`config.mk`:
```
export PLATFORM = sky130hd
export DESIGN_NAME = reg_rename
export DESIGN_NICKNAME = d
export VERILOG_FILES = /design/src/rtl/rr_pkg.sv /design/src/rtl/rr_ctrl.sv /design/src/rtl/rr_map_table.sv /design/src/rtl/rr_free_fifo.sv /design/src/rtl/reg_rename.sv
export SDC_FILE = /design/constraint.sdc
export NUM_CORES = 1
export LEC_CHECK = 0
export BUFFER_PORTS_ARGS = -buffer_cell sky130_fd_sc_hd__buf_2
export CAP_MARGIN = 20
export CORE_MARGIN = 4
export CORE_UTILIZATION = 45
export DETAILED_ROUTE_END_ITERATION = 7
export SETUP_SLACK_MARGIN = 0.3
export SLEW_MARGIN = 20
export SYNTH_ARGS = -nofsm -noshare
export SYNTH_HDL_FRONTEND = slang
export SYNTH_SLANG_ARGS = --single-unit
```
`constraint.sdc`:
```
create_clock -name clk -period 2.85 [get_ports clk]
set_input_delay 0.57 -clock clk [delete_from_list [all_inputs] [get_ports clk]]
set_output_delay 0.57 -clock clk [all_outputs]
set_load 0.01 [all_outputs]
```
`src/rtl/rr_pkg.sv`:
```
package rr_pkg;
  typedef struct packed {
    logic alloc;
    logic release_;
  } rrStrobes_t;
endpackage

```
`src/rtl/rr_ctrl.sv`:
```
module rr_ctrl #(
  parameter int LOG_W = 3
) (
  input  logic             decValid,
  input  logic [LOG_W-1:0] dst,
  input  logic             freeEmpty,
  input  logic             relValid,
  output rr_pkg::rrStrobes_t strobes,
  output logic             stall
);
  logic wantsTag;

  always_comb begin
    wantsTag         = decValid && (dst != '0);
    stall            = wantsTag && freeEmpty;
    strobes.alloc    = wantsTag && !freeEmpty;
    strobes.release_ = relValid;
  end
endmodule

```
`src/rtl/rr_map_table.sv`:
```
module rr_map_table #(
  parameter int NUM_LOG = 8,
  parameter int LOG_W   = 3,
  parameter int PHYS_W  = 4
) (
  input  logic              clk,
  input  logic              rstN,
  input  logic              wrEn,
  input  logic [LOG_W-1:0]  wrIdx,
  input  logic [PHYS_W-1:0] wrTag,
  input  logic [LOG_W-1:0]  rdIdxA,
  input  logic [LOG_W-1:0]  rdIdxB,
  input  logic [LOG_W-1:0]  rdIdxC,
  output logic [PHYS_W-1:0] rdTagA,
  output logic [PHYS_W-1:0] rdTagB,
  output logic [PHYS_W-1:0] rdTagC
);
  logic [PHYS_W-1:0] entry [NUM_LOG];

  for (genvar i = 0; i < NUM_LOG; i++) begin : g_entry
    if (i == 0) begin : g_zero
      assign entry[i] = '0;
    end else begin : g_live
      always_ff @(posedge clk) begin
        if (!rstN)
          entry[i] <= PHYS_W'(i);
        else if (wrEn && (wrIdx == LOG_W'(i)))
          entry[i] <= wrTag;
      end
    end
  end

  always_comb begin
    rdTagA = entry[rdIdxA];
    rdTagB = entry[rdIdxB];
    rdTagC = entry[rdIdxC];
  end
endmodule

```
`src/rtl/rr_free_fifo.sv`:
```
module rr_free_fifo #(
  parameter int NUM_LOG  = 8,
  parameter int NUM_PHYS = 16,
  parameter int PHYS_W   = 4,
  parameter int CNT_W    = 5
) (
  input  logic              clk,
  input  logic              rstN,
  input  logic              pop,
  input  logic              push,
  input  logic [PHYS_W-1:0] pushTag,
  output logic [PHYS_W-1:0] headTag,
  output logic              empty,
  output logic [CNT_W-1:0]  count
);
  localparam int DEPTH = NUM_PHYS;
  localparam int INIT  = NUM_PHYS - NUM_LOG;
  localparam int PTR_W = (DEPTH > 1) ? $clog2(DEPTH) : 1;

  logic [PHYS_W-1:0] slot [DEPTH];
  logic [PTR_W-1:0]  rdPtr, wrPtr;
  logic              full, doPop, doPush;

  function automatic logic [PTR_W-1:0] bump(input logic [PTR_W-1:0] p);
    return (p == PTR_W'(DEPTH - 1)) ? '0 : p + 1'b1;
  endfunction

  always_comb begin
    empty   = (count == '0);
    full    = (count == CNT_W'(DEPTH));
    doPop   = pop && !empty;
    doPush  = push && !full;
    headTag = slot[rdPtr];
  end

  for (genvar i = 0; i < DEPTH; i++) begin : g_slot
    always_ff @(posedge clk) begin
      if (!rstN)
        slot[i] <= (i < INIT) ? PHYS_W'(NUM_LOG + i) : '0;
      else if (doPush && (wrPtr == PTR_W'(i)))
        slot[i] <= pushTag;
    end
  end

  always_ff @(posedge clk) begin
    if (!rstN) begin
      rdPtr <= '0;
      wrPtr <= PTR_W'(INIT % DEPTH);
      count <= CNT_W'(INIT);
    end else begin
      if (doPop)  rdPtr <= bump(rdPtr);
      if (doPush) wrPtr <= bump(wrPtr);
      case ({doPush, doPop})
        2'b10:   count <= count + 1'b1;
        2'b01:   count <= count - 1'b1;
        default: count <= count;
      endcase
    end
  end
endmodule

```
`src/rtl/reg_rename.sv`:
```
module reg_rename #(
  parameter int NUM_LOG  = 8,
  parameter int NUM_PHYS = 16,
  localparam int LOG_W   = $clog2(NUM_LOG),
  localparam int PHYS_W  = $clog2(NUM_PHYS)
) (
  input  logic              clk,
  input  logic              rstN,
  input  logic              decValid,
  input  logic [LOG_W-1:0]  srcA,
  input  logic [LOG_W-1:0]  srcB,
  input  logic [LOG_W-1:0]  dst,
  input  logic              relValid,
  input  logic [PHYS_W-1:0] relTag,
  output logic [PHYS_W-1:0] physSrcA,
  output logic [PHYS_W-1:0] physSrcB,
  output logic [PHYS_W-1:0] physDst,
  output logic [PHYS_W-1:0] prevDst,
  output logic              stall
);
  localparam int CNT_W = $clog2(NUM_PHYS + 1);

  rr_pkg::rrStrobes_t strobes;
  logic              freeEmpty;
  logic [PHYS_W-1:0] headTag;
  logic [CNT_W-1:0]  freeCount;

  rr_ctrl #(.LOG_W(LOG_W)) u_ctrl (
    .decValid (decValid),
    .dst      (dst),
    .freeEmpty(freeEmpty),
    .relValid (relValid),
    .strobes  (strobes),
    .stall    (stall)
  );

  rr_map_table #(.NUM_LOG(NUM_LOG), .LOG_W(LOG_W), .PHYS_W(PHYS_W)) u_map (
    .clk   (clk),
    .rstN  (rstN),
    .wrEn  (strobes.alloc),
    .wrIdx (dst),
    .wrTag (headTag),
    .rdIdxA(srcA),
    .rdIdxB(srcB),
    .rdIdxC(dst),
    .rdTagA(physSrcA),
    .rdTagB(physSrcB),
    .rdTagC(prevDst)
  );

  rr_free_fifo #(.NUM_LOG(NUM_LOG), .NUM_PHYS(NUM_PHYS), .PHYS_W(PHYS_W), .CNT_W(CNT_W)) u_free (
    .clk    (clk),
    .rstN   (rstN),
    .pop    (strobes.alloc),
    .push   (strobes.release_),
    .pushTag(relTag),
    .headTag(headTag),
    .empty  (freeEmpty),
    .count  (freeCount)
  );

  assign physDst = strobes.alloc ? headTag : '0;
endmodule

```
# Word level (Yosys, flattened, before mapping)
# Memory sizes are Yosys's and may differ from the RTL's. A register that Yosys moved wholly into a read port is not among the register bits.
# Cells that the tools add are included.
# totals
reg_bits	41
ramBits	64
in_bits	17
out_inout_bits	17
word_cells	177
mem_count	1
# mem_list
name	words	word_bits	rd	rd_clocked_by_memory_dff	wr	line	rtl
u_free.slot	16	4	1	1	16	rr_free_fifo.sv:20	logic [PHYS_W-1:0] slot [DEPTH];
# op_classes
n_addsub	4
n_lt_le_gt_ge	3
n_eq_ne	26
mux	80
bitwise	19
n_reduce_logical	34
# ops
operator	count
$mux 4	27
$mux 1	49
$bmux 4 s3	3
$eq 4x4->1 const B	9
$logic_and 1x1->1	28
$eq 4x3->1 const B	4
$or 1x1->1	16
$eq 3x3->1 const B	4
$ge 4x4->1 const B	3
$not 3->4	3
$pmux 5 s2	1
$add 4x1->4 const B	2
$eq 4x2->1 const B	2
$eq 3x2->1 const B	2
$add 5x1->5 const B	1
$eq 5x5->1 const B	1
$logic_not 5->1	1
$sub 5x1->5 const B	1
$eq 4x1->1 const B	1
$logic_not 4->1	1
$eq 3x1->1 const B	1
$reduce_bool 3->1	1
$eq 2x1->1 const B	1
$eq 2x2->1 const B	1
2 further kinds	3

# Longest topological paths before layout
# Gate-level depths: netlist of run 1.
# depth
word_depth	8
mapped_depth	13
ltp_nobuf	11

# Cells and area by module
# A second synthesis of run 1 with hierarchy kept.
# unflattened
hier_cells	510
hier_area_um2	5884.4
# by_module_without_submodules
mod	n_inst	cells_each	area_each_um2	seq_area_each_um2
rr_free_fifo	1	331	3913.8	2262.2
rr_map_table	1	170	1914.3	560.5
rr_ctrl	1	5	31.3	0.0
reg_rename	1	4	25.0	0.0

# Least setup slack after synthesis of run 1
# Ideal clock, no wire load.
# synth_timing
path_kind	in2reg
from	input port dst[2]
to	register u_free.count[3]
setup_ns	0.123
t_arrival_ns	2.273
t_required_ns	2.727
setup_slack_ns	0.454
cell_stages	8
path_buffers	2
path_cell_list	o31ai_2 > a21o_1 > buf_6 > inv_2 > ha_1 > clkbuf_1 > nor4_2 > mux2_1
# synth_via
elab_chain_cells	6
elab_cells_between_ends	8
cone_classes	eq/ne: 2; mux: 1; reduce/logical: 5
# synth_lines
element	line	rtl
start, declared	reg_rename.sv:12	input logic [LOG_W-1:0] dst,
$reduce_bool 3->1 *	rr_ctrl.sv:14	wantsTag = decValid && (dst != '0);
$logic_and 1x1->1 *	rr_ctrl.sv:14	
$logic_and 1x1->1 *	rr_ctrl.sv:16	strobes.alloc = wantsTag && !freeEmpty;
$logic_and 1x1->1 *	rr_free_fifo.sv:31	doPop = pop && !empty;
$eq 2x1->1 / $eq 2x2->1 (equally long branches)	rr_free_fifo.sv:53	case ({doPush, doPop})
$pmux 5 s2 / $reduce_bool 2->1 (equally long branches)	n/a	
end signal, assigned	rr_free_fifo.sv:54	2'b10: count <= count + 1'b1;
end signal, assigned	rr_free_fifo.sv:55	2'b01: count <= count - 1'b1;
end signal, assigned	rr_free_fifo.sv:56	default: count <= count;
end, declared	rr_free_fifo.sv:14	output logic [CNT_W-1:0] count
# Every way passes the cells marked *; elsewhere a longest branch is shown, timed or not.
# A chain may end at the register's enable or synchronous reset.

==> metrics.md, run 1 <==
| Metric | Value |
|---|---|
| Final Hold Vio Count | `0` |
| Top cell type's share of synthesized area | `33.94%` |
| Final Skew | `0.009186 ns` |
| Worst-path cell with the longest stage delay | `mux4_2` |
| Endpoint, Worst Hold | `u_map.entry[15]` |
| FF/Latch Area | `2826 um^2` |
| Multi-input logic area | `2599 um^2` |
| Minimum clock period | `2.573 ns` |
| Hold path depth | `2` |
| Port Buffer Count | `33` |
| Fin cells | `717` |
| Largest net degree at the start of global routing | `52` |
| Detail Route met3 WL | `592 um` |
| Final hold slack | `0.5018 ns` |
| Setup TNS | `0 ns` |
| CTS max path bufs | `2` |
| DR top layer | `met4` |
| Placed cell count | `699` |
| CP Cell Sequence | `buf_12 -> mux4_2 -> a22o_1 -> nor2_4 -> nor2_1 -> buf_2` |
| Root Driver | `clkbuf_16` |
| HPWL Detailed | `9.809 mm` |
| Initial Util | `46.55%` |
| PD cells | `553.8 nW/um^2` |
| Worst Path Arrival | `2.00 ns` |
| DRT iter0 DRCs | `469` |
| Post-synth cell types | `50` |
| Grt ovf | `0` |
| FMAX | `388.6 MHz` |
| Ys async rst share | `0%` |
| Clk Latency, worst-skew pair | `0.35 ns` |
| DRC violations left | `0` |
| Synth area leaders | `edfxtp_1, dfxtp_1, mux4_2` |
| Core area | `12160 um^2` |
| Initial antenna violation count | `0` |
| Post-synthesis register bit count | `109` |
| WL met1 | `6.087 mm` |
| Crit path max fanout | `8` |
| Reg2reg start | `u_free.count[3]` |
| Drt first pass iters | `5` |
| VDD IR max | `0.2551 mV` |
| CTS clock-pin slew for the worst setup and hold paths | `0.07 ns` |
| EDFF count, synth | `64` |
| Hold buffers post-CTS | `0` |
| Critical R2R Capture | `u_free.count[4]` |
| CP endpoint kind | `output port` |
| Largest area contributor in the netlist | `edfxtp_1` |
| Via count | `4169` |
| Fillcell total | `1076` |
| Chip width | `120.2 um` |
| Critical path class | `register to output port` |
| Area Growth Syn to Fin | `13.70%` |
| Lkg Pwr | `2.446 nW` |
| Seq/Total Area, Yosys | `49.86%` |
| TritonCTS clock tree | `yes` |
| Most used DFF post-synth | `edfxtp_1` |
| Setup slack, reg-to-reg | `0.44 ns` |
| Unrepaired setup endpoints after global routing | `yes` |
| Worst r2r path cells | `11` |
| Clock sink count | `109` |
| Synth Area per Inst | `11.06 um^2` |
| RePlAce Congestion | `0.8626` |
| Num rows | `40` |
| YS warnings | `0` |
| Routed WL per cell | `19.17 um` |
| Final nets | `568` |
| Ports | `34` |
| Post-synthesis net count | `536` |
| Antenna Cells | `0` |
| Critical Path RT | `2.28 ns` |
| Max Cap Viol | `0` |
| Max-slew violations | `0` |
| Clock buffer count from CTS | `9` |
| Vias in the first global route | `4130` |
| Worst Tran Pin Value | `0.9959 ns` |
| Crit start category | `register` |
| Final ANT Viol Nets | `0` |
| Period utilization | `90.29%` |
| Synth cell count leaders | `edfxtp_1, dfxtp_1, nand2_1` |
| Global-route wire length before repair | `22.45 mm` |
| Post-Route WL | `13.74 mm` |
| Setup violators final | `0` |
| Slew Limit Headroom | `33.36%` |
| DIE HEIGHT | `120.2 um` |
| Worst Min Path Start | `u_map.entry[15]` |
| Max incr delay on CP | `0.53 ns` |
| Status | `complete, no violations` |
| Share of cells above drive strength 1 | `24.59%` |
| H-tree levels | `3` |
| Met2 WL | `6.685 mm` |
| Vias/cell | `5.815` |
| Total Die Area | `14440 um^2` |
| Hold WC Path Type | `register to register` |
| GR Util All Layers | `20.09%` |
| Mapped Cells | `512` |
| Mapped Area | `5662 um^2` |
| Most common cell in the netlist | `edfxtp_1` |
-- area by class of cell --
class / count / share of cell area (%)
clock buffers: 9 / 3.499
flip-flops and latches: 109 / 43.91
repair buffers: 62 / 6.453
well taps: 168 / 3.265
clock inverters: 7 / 1.283
inverters: 21 / 1.224
multi-input cells: 341 / 40.37
-- metal layers --
layer,global-route usage (%),vias up
met5,0,-
met4,9.234,0
met3,3.252,28
met2,30.87,126
met1,27.96,2029
li1,-,1986
-- state kept, by name, summed over array words and instances, names as in the netlist, named ones only --
name / count
u_map.entry: 28
u_free.wrPtr: 4
u_free.slot: 64
u_free.rdPtr: 4
u_free.count: 5
-- cells in the final DEF, fill, tap and decap left out, types with 3 or more instances in the layout --
cell type,synthesis,layout
and2_1,6,6
buf_4,0,27
o22ai_1,6,6
xor2_1,4,4
nor2b_1,5,4
mux2_2,12,12
nor2_1,24,24
o21ai_0,24,24
dfxtp_1,45,44
nand2b_1,5,5
a311oi_1,3,3
nand2_1,41,41
nor2_4,3,5
buf_2,3,33
a22o_1,8,8
or2_2,4,4
a21oi_1,25,25
o21ai_1,6,6
inv_1,20,20
or3_1,20,20
nor3_1,12,12
and3_1,37,37
clkbuf_16,0,9
mux4_2,28,28
nand3_1,16,16
o211ai_1,10,10
a221oi_1,12,12
edfxtp_1,64,64
ha_1,7,7
-- power by group --
group | internal, mW | switching, mW
Clock | 0.694 | 0.599
Sequential | 1.72 | 0.0579
Combinational | 0.214 | 0.277
Total | 2.63 | 0.934
-- critical path, delay by kind of cell, from the launching register on --
| kind | cells | cell delay, ns |
|---|---|---|
| AOI/OAI and AO/OA | 1 | 0.26 |
| and+or+nand+nor | 2 | 0.18 |
| muxes | 1 | 0.53 |
| DFF | 1 | 0.39 |
| buffers and inverters | 2 | 0.29 |
-- repair_timing --
action                     4_1_cts  5_1_grt
resized for setup                5        1
buffers inserted                 0        1
setup endpoints to repair        4        8
hold endpoints to repair         0        0
pin swaps                        8        2
gates cloned                     1        0
-- logic make-up after synthesis --
kind of cell	after synthesis	share of synthesized area, %
AND/OR/NAND/NOR	185	17.75
flip-flops	109	49.86
AO/OA/AOI/OAI	101	11.54
buffers and inverters	62	4.464
multiplexers	43	14.08
adder cells (fa/ha/maj)	7	1.547
XOR/XNOR	5	0.7734
-- worst max path at each step --
stage / from / to / slack [ns] / cells past startpoint
after CTS: register / physDst[1] / 0.24 / 6
after global routing: register / physDst[1] / 0.21 / 6
after global placement: dst[2] / u_free.count[4] / 0.29 / 12
after floorplan: dst[2] / u_free.count[3] / 0.45 / 8
after detailed placement: dst[2] / u_free.count[3] / 0.27 / 9
final: register / physDst[1] / 0.28 / 6
-- through the flow --
step	worst slack, ns	util (%)	cell area [um^2]	total power, mW
floorplan	0.4540	-	5662	2.120
global placement	0.2943	49.98	6078	2.280
detailed placement	0.2663	49.98	6078	2.291
CTS	0.2364	52.85	6427	3.585
global route	0.2075	52.93	6437	3.721
finish	0.2766	52.93	6437	3.565
Note: power is estimated with default switching activity, not from simulation.
==> run 2: changes to the inputs <==
Settings changed: CORE_UTILIZATION 45 to 63, CTS_BUF_LIST from default to sky130_fd_sc_hd__clkbuf_4, PLACE_DENSITY from default to 0.82, SLEW_MARGIN 20 to default.
==> run 2 against run 1 <==
Sequential share of layout area grew 2.1 points; design area shrank 4.3%; critical path depth is the same; power shrank 15%; routed wire length shrank 3.5%; sequential power is essentially flat; global-route usage grew 6.1 points; hold slack gained 0.020 ns; setup slack lost 0.12 ns; non-clock buffer count shrank 5; critical path type unchanged; largest power group unchanged; highest routed layer unchanged.
==> metrics.md, run 2 (same netlist as run 1, synthesis figures left out) <==
| Metric | Value |
|---|---|
| Status | `complete, no violations (unchanged)` |
| Final design utilization | `70.67% (was 52.93%)` |
| Critical R2R Capture | `u_free.count[4] (unchanged)` |
| Global-route wire length before repair | `21.08 mm (was 22.45 mm)` |
| PD cells | `491.5 nW/um^2 (was 553.8 nW/um^2)` |
| Grt ovf | `0 (unchanged)` |
| Initial antenna violation count | `0 (unchanged)` |
| Max Cap Viol | `0 (unchanged)` |
| TritonCTS clock tree | `yes (unchanged)` |
| Chip width | `102.8 um (was 120.2 um)` |
| Setup TNS | `0 ns (unchanged)` |
| Placed cell count | `629 (was 699)` |
| Port Buffer Count | `33 (unchanged)` |
| CTS clock-pin slew for the worst setup and hold paths | `0.16 ns (was 0.07 ns)` |
| Setup violators final | `0 (unchanged)` |
| Via count | `4267 (was 4169)` |
| Minimum clock period | `2.698 ns (was 2.573 ns)` |
| Drt first pass iters | `5 (unchanged)` |
| Commonest cells after routing, fill and taps aside | `edfxtp_1, nand2_1, dfxtp_1, and3_1, buf_2 (was edfxtp_1, dfxtp_1, nand2_1, and3_1, buf_2)` |
| Largest Register | `u_free.slot (unchanged)` |
| WL met1 | `5.459 mm (was 6.087 mm)` |
| Root Driver | `clkbuf_4 (was clkbuf_16)` |
| Multi-input logic area | `2603 um^2 (was 2599 um^2)` |
| Core area | `8721 um^2 (was 12160 um^2)` |
| Final hold slack | `0.5218 ns (was 0.5018 ns)` |
| Final ANT Viol Nets | `0 (unchanged)` |
| Period utilization | `94.67% (was 90.29%)` |
| Detail Route met3 WL | `989 um (was 592 um)` |
| Crit start category | `register (unchanged)` |
| Area Growth Syn to Fin | `8.862% (was 13.70%)` |
| DR top layer | `met4 (unchanged)` |
| Setup slack, reg-to-reg | `0.38 ns (was 0.44 ns)` |
| CTS max path bufs | `2 (unchanged)` |
| Final Skew | `0.01749 ns (was 0.009186 ns)` |
| Final Hold Vio Count | `0 (unchanged)` |
| DIE HEIGHT | `102.8 um (was 120.2 um)` |
| Largest net degree at the start of global routing | `52 (unchanged)` |
| Hold WC Path Type | `register to register (unchanged)` |
| Max-slew violations | `0 (unchanged)` |
| Unrepaired setup endpoints after global routing | `yes (unchanged)` |
| Commonest non-fill, non-tap cell in the layout | `edfxtp_1 (unchanged)` |
| GR Util All Layers | `26.18% (was 20.09%)` |
| Routed WL per cell | `20.33 um (was 19.17 um)` |
| Vias in the first global route | `4077 (was 4130)` |
| Slew Limit Headroom | `44.42% (was 33.36%)` |
| Reg2reg start | `u_free.count[0] (was u_free.count[3])` |
| Area after DPL | `5928 um^2 (was 6078 um^2)` |
| Total Die Area | `10570 um^2 (was 14440 um^2)` |
| Fin cells | `652 (was 717)` |
| Worst Path Arrival | `2.13 ns (was 2.00 ns)` |
| Initial Util | `64.92% (was 46.55%)` |
| VDD IR max | `0.4015 mV (was 0.2551 mV)` |
| Antenna Cells | `0 (unchanged)` |
| Clock sink count | `109 (unchanged)` |
| Max FFs per register | `64 (unchanged)` |
| DRT iter0 DRCs | `280 (was 469)` |
| Crit path max fanout | `8 (unchanged)` |
| H-tree levels | `3 (unchanged)` |
| Clk Latency, worst-skew pair | `0.45 ns (was 0.35 ns)` |
| Leading registers by flop count | `u_free.slot: 64 flops, u_map.entry: 28 flops, u_free.count: 5 flops (unchanged)` |
| FMAX | `370.6 MHz (was 388.6 MHz)` |
| Post-Route WL | `13.26 mm (was 13.74 mm)` |
| Final Power | `3.029 mW (was 3.565 mW)` |
| Worst r2r path cells | `11 (unchanged)` |
| Share of cells above drive strength 1 | `25.00% (was 24.59%)` |
| Worst Tran Pin Value | `0.8307 ns (was 0.9959 ns)` |
| Num rows | `34 (was 40)` |
| Dpl ws | `0.1633 ns (was 0.2663 ns)` |
| Worst Setup EP | `physDst[1] (unchanged)` |
| FF/Latch Area | `2835 um^2 (was 2826 um^2)` |
| Final nets | `563 (was 568)` |
| Met2 WL | `6.686 mm (was 6.685 mm)` |
| Critical path class | `register to output port (unchanged)` |
| Fillcell total | `615 (was 1076)` |
| DRC violations left | `0 (unchanged)` |
| RePlAce Congestion | `0.9255 (was 0.8626)` |
| HPWL Detailed | `9.451 mm (was 9.809 mm)` |
| Clock buffer count from CTS | `9 (unchanged)` |
| Lkg Pwr | `2.359 nW (was 2.446 nW)` |
| Vias/cell | `6.544 (was 5.815)` |
| Critical Path RT | `2.28 ns (about the same)` |
| Post-route cell area | `6163 um^2 (was 6437 um^2)` |
| Ports | `34 (unchanged)` |
| CP endpoint kind | `output port (unchanged)` |
| Post-route setup slack | `0.1519 ns (was 0.2766 ns)` |
==> run 2: worst max-delay path, stage by stage, from the launching register on <==
cell and delay, ns:
dfxtp_4 0.42, buf_12 0.15, mux4_2 0.52, a22o_1 0.27, nor2_4 0.14, nor2_2 0.06, buf_2 0.13
==> run 2: cell type report <==
cell class / instances / area share (%)
clock buffer: 11 / 1.340
inverter: 21 / 1.279
tap: 108 / 2.192
timing repair buffer: 57 / 6.131
clock inverter: 5 / 0.8323
multi-input combinational: 341 / 42.23
sequential: 109 / 46.00
==> run 2: power by group <==
part	internal (mW)	switching [mW]
sequential	1.73	0.0577
combinational	0.212	0.274
clock	0.285	0.475
==> run 2: timing repair <==
item                       4_1_cts  5_1_grt
pin swaps                       10       10
hold buffers                     0        0
buffers inserted                 2        4
gates resized for setup          6        7
setup endpoints to repair        4        6
gates cloned                     1        0
==> run 2: layer usage <==
metal,GRT usage [%],up-vias
met4,4.582,0
met3,4.939,14
met5,0,-
met1,36.38,2080
li1,-,1981
met2,44.04,192
==> run 2: worst min-delay path by stage <==
stage	startpoint	end	slack (ns)	cells after the start
after CTS	rstN	register	0.51	3
after detailed placement	u_map.entry[23]	u_map.entry[23]	0.50	2
final	u_map.entry[23]	u_map.entry[23]	0.52	2
after global placement	u_map.entry[23]	u_map.entry[23]	0.49	2
after floorplan	u_map.entry[9]	u_map.entry[9]	0.45	2
after global routing	rstN	register	0.51	3
==> run 3: changes to the inputs <==
Settings changed: ABC_AREA from default to 1.
==> run 3 against run 2 <==
Global-route usage grew 2.0 points; synthesized cell count up 37%; clock skew is 0.0019 ns higher; core utilization increased by 0.57 points; first-iteration DRC count grew 28%; synthesized area is 1.3% higher; design area is 1.8% higher; clock power grew 8.9%; via count up 19%; critical endpoint unchanged; largest cell class unchanged; highest routed layer unchanged.
==> metrics.md, run 3 <==
| Metric | Value |
|---|---|
| Grt ovf | `0 (unchanged)` |
| Slew Limit Headroom | `53.85% (was 44.42%)` |
| Commonest non-fill, non-tap cell in the layout | `nand2_1 (was edfxtp_1)` |
| Post-synth cell types | `37 (was 50)` |
| Antenna Cells | `0 (unchanged)` |
| Worst Min Path Start | `dst[2] (was u_map.entry[23])` |
| Num rows | `34 (unchanged)` |
| Crit start category | `register (unchanged)` |
| Via count | `5065 (was 4267)` |
| GR Util All Layers | `28.17% (was 26.18%)` |
| Unrepaired setup endpoints after global routing | `yes (unchanged)` |
| HPWL Detailed | `10.08 mm (was 9.451 mm)` |
| Initial Util | `65.12% (was 64.92%)` |
| Synth area leaders | `edfxtp_1, dfxtp_1, o21ai_0 (was edfxtp_1, dfxtp_1, mux4_2)` |
| TritonCTS clock tree | `yes (unchanged)` |
| PD cells | `522.9 nW/um^2 (was 491.5 nW/um^2)` |
| Post-route cell area | `6274 um^2 (was 6163 um^2)` |
| YS warnings | `0 (unchanged)` |
| Status | `complete, no violations (unchanged)` |
| Final Hold Vio Count | `0 (unchanged)` |
| CP endpoint kind | `output port (unchanged)` |
| Routed WL per cell | `17.66 um (was 20.33 um)` |
| Minimum clock period | `2.608 ns (was 2.698 ns)` |
| DIE HEIGHT | `103.4 um (was 102.8 um)` |
| Worst Tran Pin Value | `0.6850 ns (was 0.8307 ns)` |
| Leading registers by flop count | `u_free.slot: 64 flops, u_map.entry: 28 flops, u_free.count: 5 flops (unchanged)` |
| Post-synthesis net count | `723 (was 536)` |
| Ports | `34 (unchanged)` |
| Drt first pass iters | `5 (unchanged)` |
| CTS max path bufs | `2 (unchanged)` |
| Ys async rst share | `0% (unchanged)` |
| Core area | `8806 um^2 (was 8721 um^2)` |
| Synth Area per Inst | `8.204 um^2 (was 11.06 um^2)` |
| Port Buffer Count | `33 (unchanged)` |
| Vias in the first global route | `4556 (was 4077)` |
| Clock sink count | `109 (unchanged)` |
| Hold buffers post-CTS | `0 (unchanged)` |
| Max FFs per register | `64 (unchanged)` |
| RePlAce Congestion | `0.9910 (was 0.9255)` |
| Final ANT Viol Nets | `0 (unchanged)` |
| Final Skew | `0.01936 ns (was 0.01749 ns)` |
| Most used DFF post-synth | `edfxtp_1 (unchanged)` |
| Critical path class | `register to output port (unchanged)` |
| Most common cell in the netlist | `nand2_1 (was edfxtp_1)` |
| Final design utilization | `71.24% (was 70.67%)` |
| Final nets | `749 (was 563)` |
| DRT iter0 DRCs | `359 (was 280)` |
| Max-slew violations | `0 (unchanged)` |
| Top cell type's share of synthesized area | `33.52% (was 33.94%)` |
| Seq/Total Area, Yosys | `49.23% (was 49.86%)` |
| Critical Path RT | `2.28 ns (about the same)` |
| Setup violators final | `0 (unchanged)` |
| Area Growth Syn to Fin | `9.404% (was 8.862%)` |
| Largest area contributor in the netlist | `edfxtp_1 (unchanged)` |
| CTS clock-pin slew for the worst setup and hold paths | `0.16 ns (about the same)` |
| Final hold slack | `0.4993 ns (was 0.5218 ns)` |
| Lkg Pwr | `2.560 nW (was 2.359 nW)` |
| Post-synthesis register bit count | `109 (unchanged)` |
| Hold WC Path Type | `input pin to register (was register to register)` |
| Total Die Area | `10690 um^2 (was 10570 um^2)` |
| Largest net degree at the start of global routing | `38 (was 52)` |
| Period utilization | `91.51% (was 94.67%)` |
| Mapped Cells | `699 (was 512)` |
| Global-route wire length before repair | `22.71 mm (was 21.08 mm)` |
| Largest Register | `u_free.slot (unchanged)` |
| Setup TNS | `0 ns (unchanged)` |
| Synth cell count leaders | `nand2_1, inv_1, o21ai_0 (was edfxtp_1, dfxtp_1, nand2_1)` |
| DRC violations left | `0 (unchanged)` |
| Mapped Area | `5734 um^2 (was 5662 um^2)` |
| Area after DPL | `5939 um^2 (was 5928 um^2)` |
| VDD IR max | `0.3725 mV (was 0.4015 mV)` |
| Dpl ws | `0.4680 ns (was 0.1633 ns)` |
| Clock buffer count from CTS | `9 (unchanged)` |
| Post-Route WL | `14.80 mm (was 13.26 mm)` |
| Commonest cells after routing, fill and taps aside | `nand2_1, inv_1, o21ai_0, nor2_1, a21oi_1 (was edfxtp_1, nand2_1, dfxtp_1, and3_1, buf_2)` |
| Post-route setup slack | `0.2421 ns (was 0.1519 ns)` |
| EDFF count, synth | `64 (unchanged)` |
| Max Cap Viol | `0 (unchanged)` |
| Initial antenna violation count | `0 (unchanged)` |
| Crit path max fanout | `6 (was 8)` |
| Vias/cell | `6.044 (was 6.544)` |
| Share of cells above drive strength 1 | `12.47% (was 25.00%)` |
| Chip width | `103.4 um (was 102.8 um)` |
| Clk Latency, worst-skew pair | `0.47 ns (was 0.45 ns)` |
| Worst Path Arrival | `2.04 ns (was 2.13 ns)` |
| Root Driver | `clkbuf_4 (unchanged)` |
| FMAX | `383.4 MHz (was 370.6 MHz)` |
| H-tree levels | `3 (unchanged)` |
-- run 3: cell count changes after synthesis, moves of 12 or more --
cell and delta:
a21oi_1 +45, and3_1 -37, clkbuf_1 -16, inv_1 +73, mux2_2 -12, mux2i_1 +14, mux4_2 -28, nand2_1 +65
nor2_1 +47, o21ai_0 +61, or3_1 -20
-- run 3: kinds of logic after synthesis --
| group | Yosys count | share of synthesized area, % |
|---|---|---|
| AO/OA/AOI/OAI | 207 | 20.05 |
| XOR/XNOR | 3 | 0.4583 |
| adder cells (fa/ha/maj) | 7 | 1.527 |
| buffers and inverters | 132 | 9.011 |
| flip-flops | 109 | 49.23 |
| multiplexers | 16 | 2.793 |
| AND/OR/NAND/NOR | 225 | 16.93 |
-- run 3: critical path, stage by stage (launching register included) --
cell and delay [ns]:
dfxtp_4 0.43, buf_12 0.15, buf_16 0.14, mux2i_2 0.15
o211ai_1 0.20, o211ai_1 0.17, a21oi_2 0.19, buf_2 0.15
-- run 3: where the power goes --
| part | internal (mW) | switching (mW) | total, mW |
|---|---|---|---|
| Sequential | 1.73 | 0.0585 | 1.79 |
| Clock | 0.295 | 0.533 | 0.828 |
| Combinational | 0.233 | 0.429 | 0.661 |
-- run 3: final timing paths --
kind                          end  slack (ns)  cells past startpoint
hold / removal    u_map.entry[24]        0.50                      4
hold reg to reg   u_free.wrPtr[0]        0.54                      2
setup reg to reg  u_map.entry[19]        0.75                      8
setup / recovery       physDst[1]        0.24                      7
-- run 3: cell type report --
type / instances / area, um^2
multi-input combinational: 458 / 2424
clock inverter: 6 / 77.57
sequential: 109 / 2828
inverter: 103 / 386.6
timing repair buffer: 44 / 347.8
tap: 108 / 135.1
clock buffer: 10 / 75.07
fill: 711 / 2532
-- run 3: stage by stage --
step | power (mW) | std cells
after floorplan | 2.225 | 699
after global placement | 2.383 | 814
after detailed placement | 2.399 | 814
after CTS | 3.235 | 834
after global routing | 3.408 | 838
final | 3.280 | 838
-- run 3: repair_timing --
| action | in CTS | in global routing |
|---|---|---|
| setup buffers | 2 | 2 |
| cloned | 2 | 2 |
| gates resized for setup | 15 | 7 |
| endpoints found under the setup margin | 4 | 5 |
| pin swaps | 9 | 9 |
-- run 3: per-layer routing --
| layer | track usage [%] | up-vias | wire, um |
|---|---|---|---|
| li1 | - | 2421 | - |
| met2 | 45.20 | 271 | 6858 |
| met5 | 0 | - | 0 |
| met1 | 38.41 | 2327 | 6132 |
| met3 | 4.225 | 46 | 1368 |
| met4 | 11.55 | 0 | 442 |
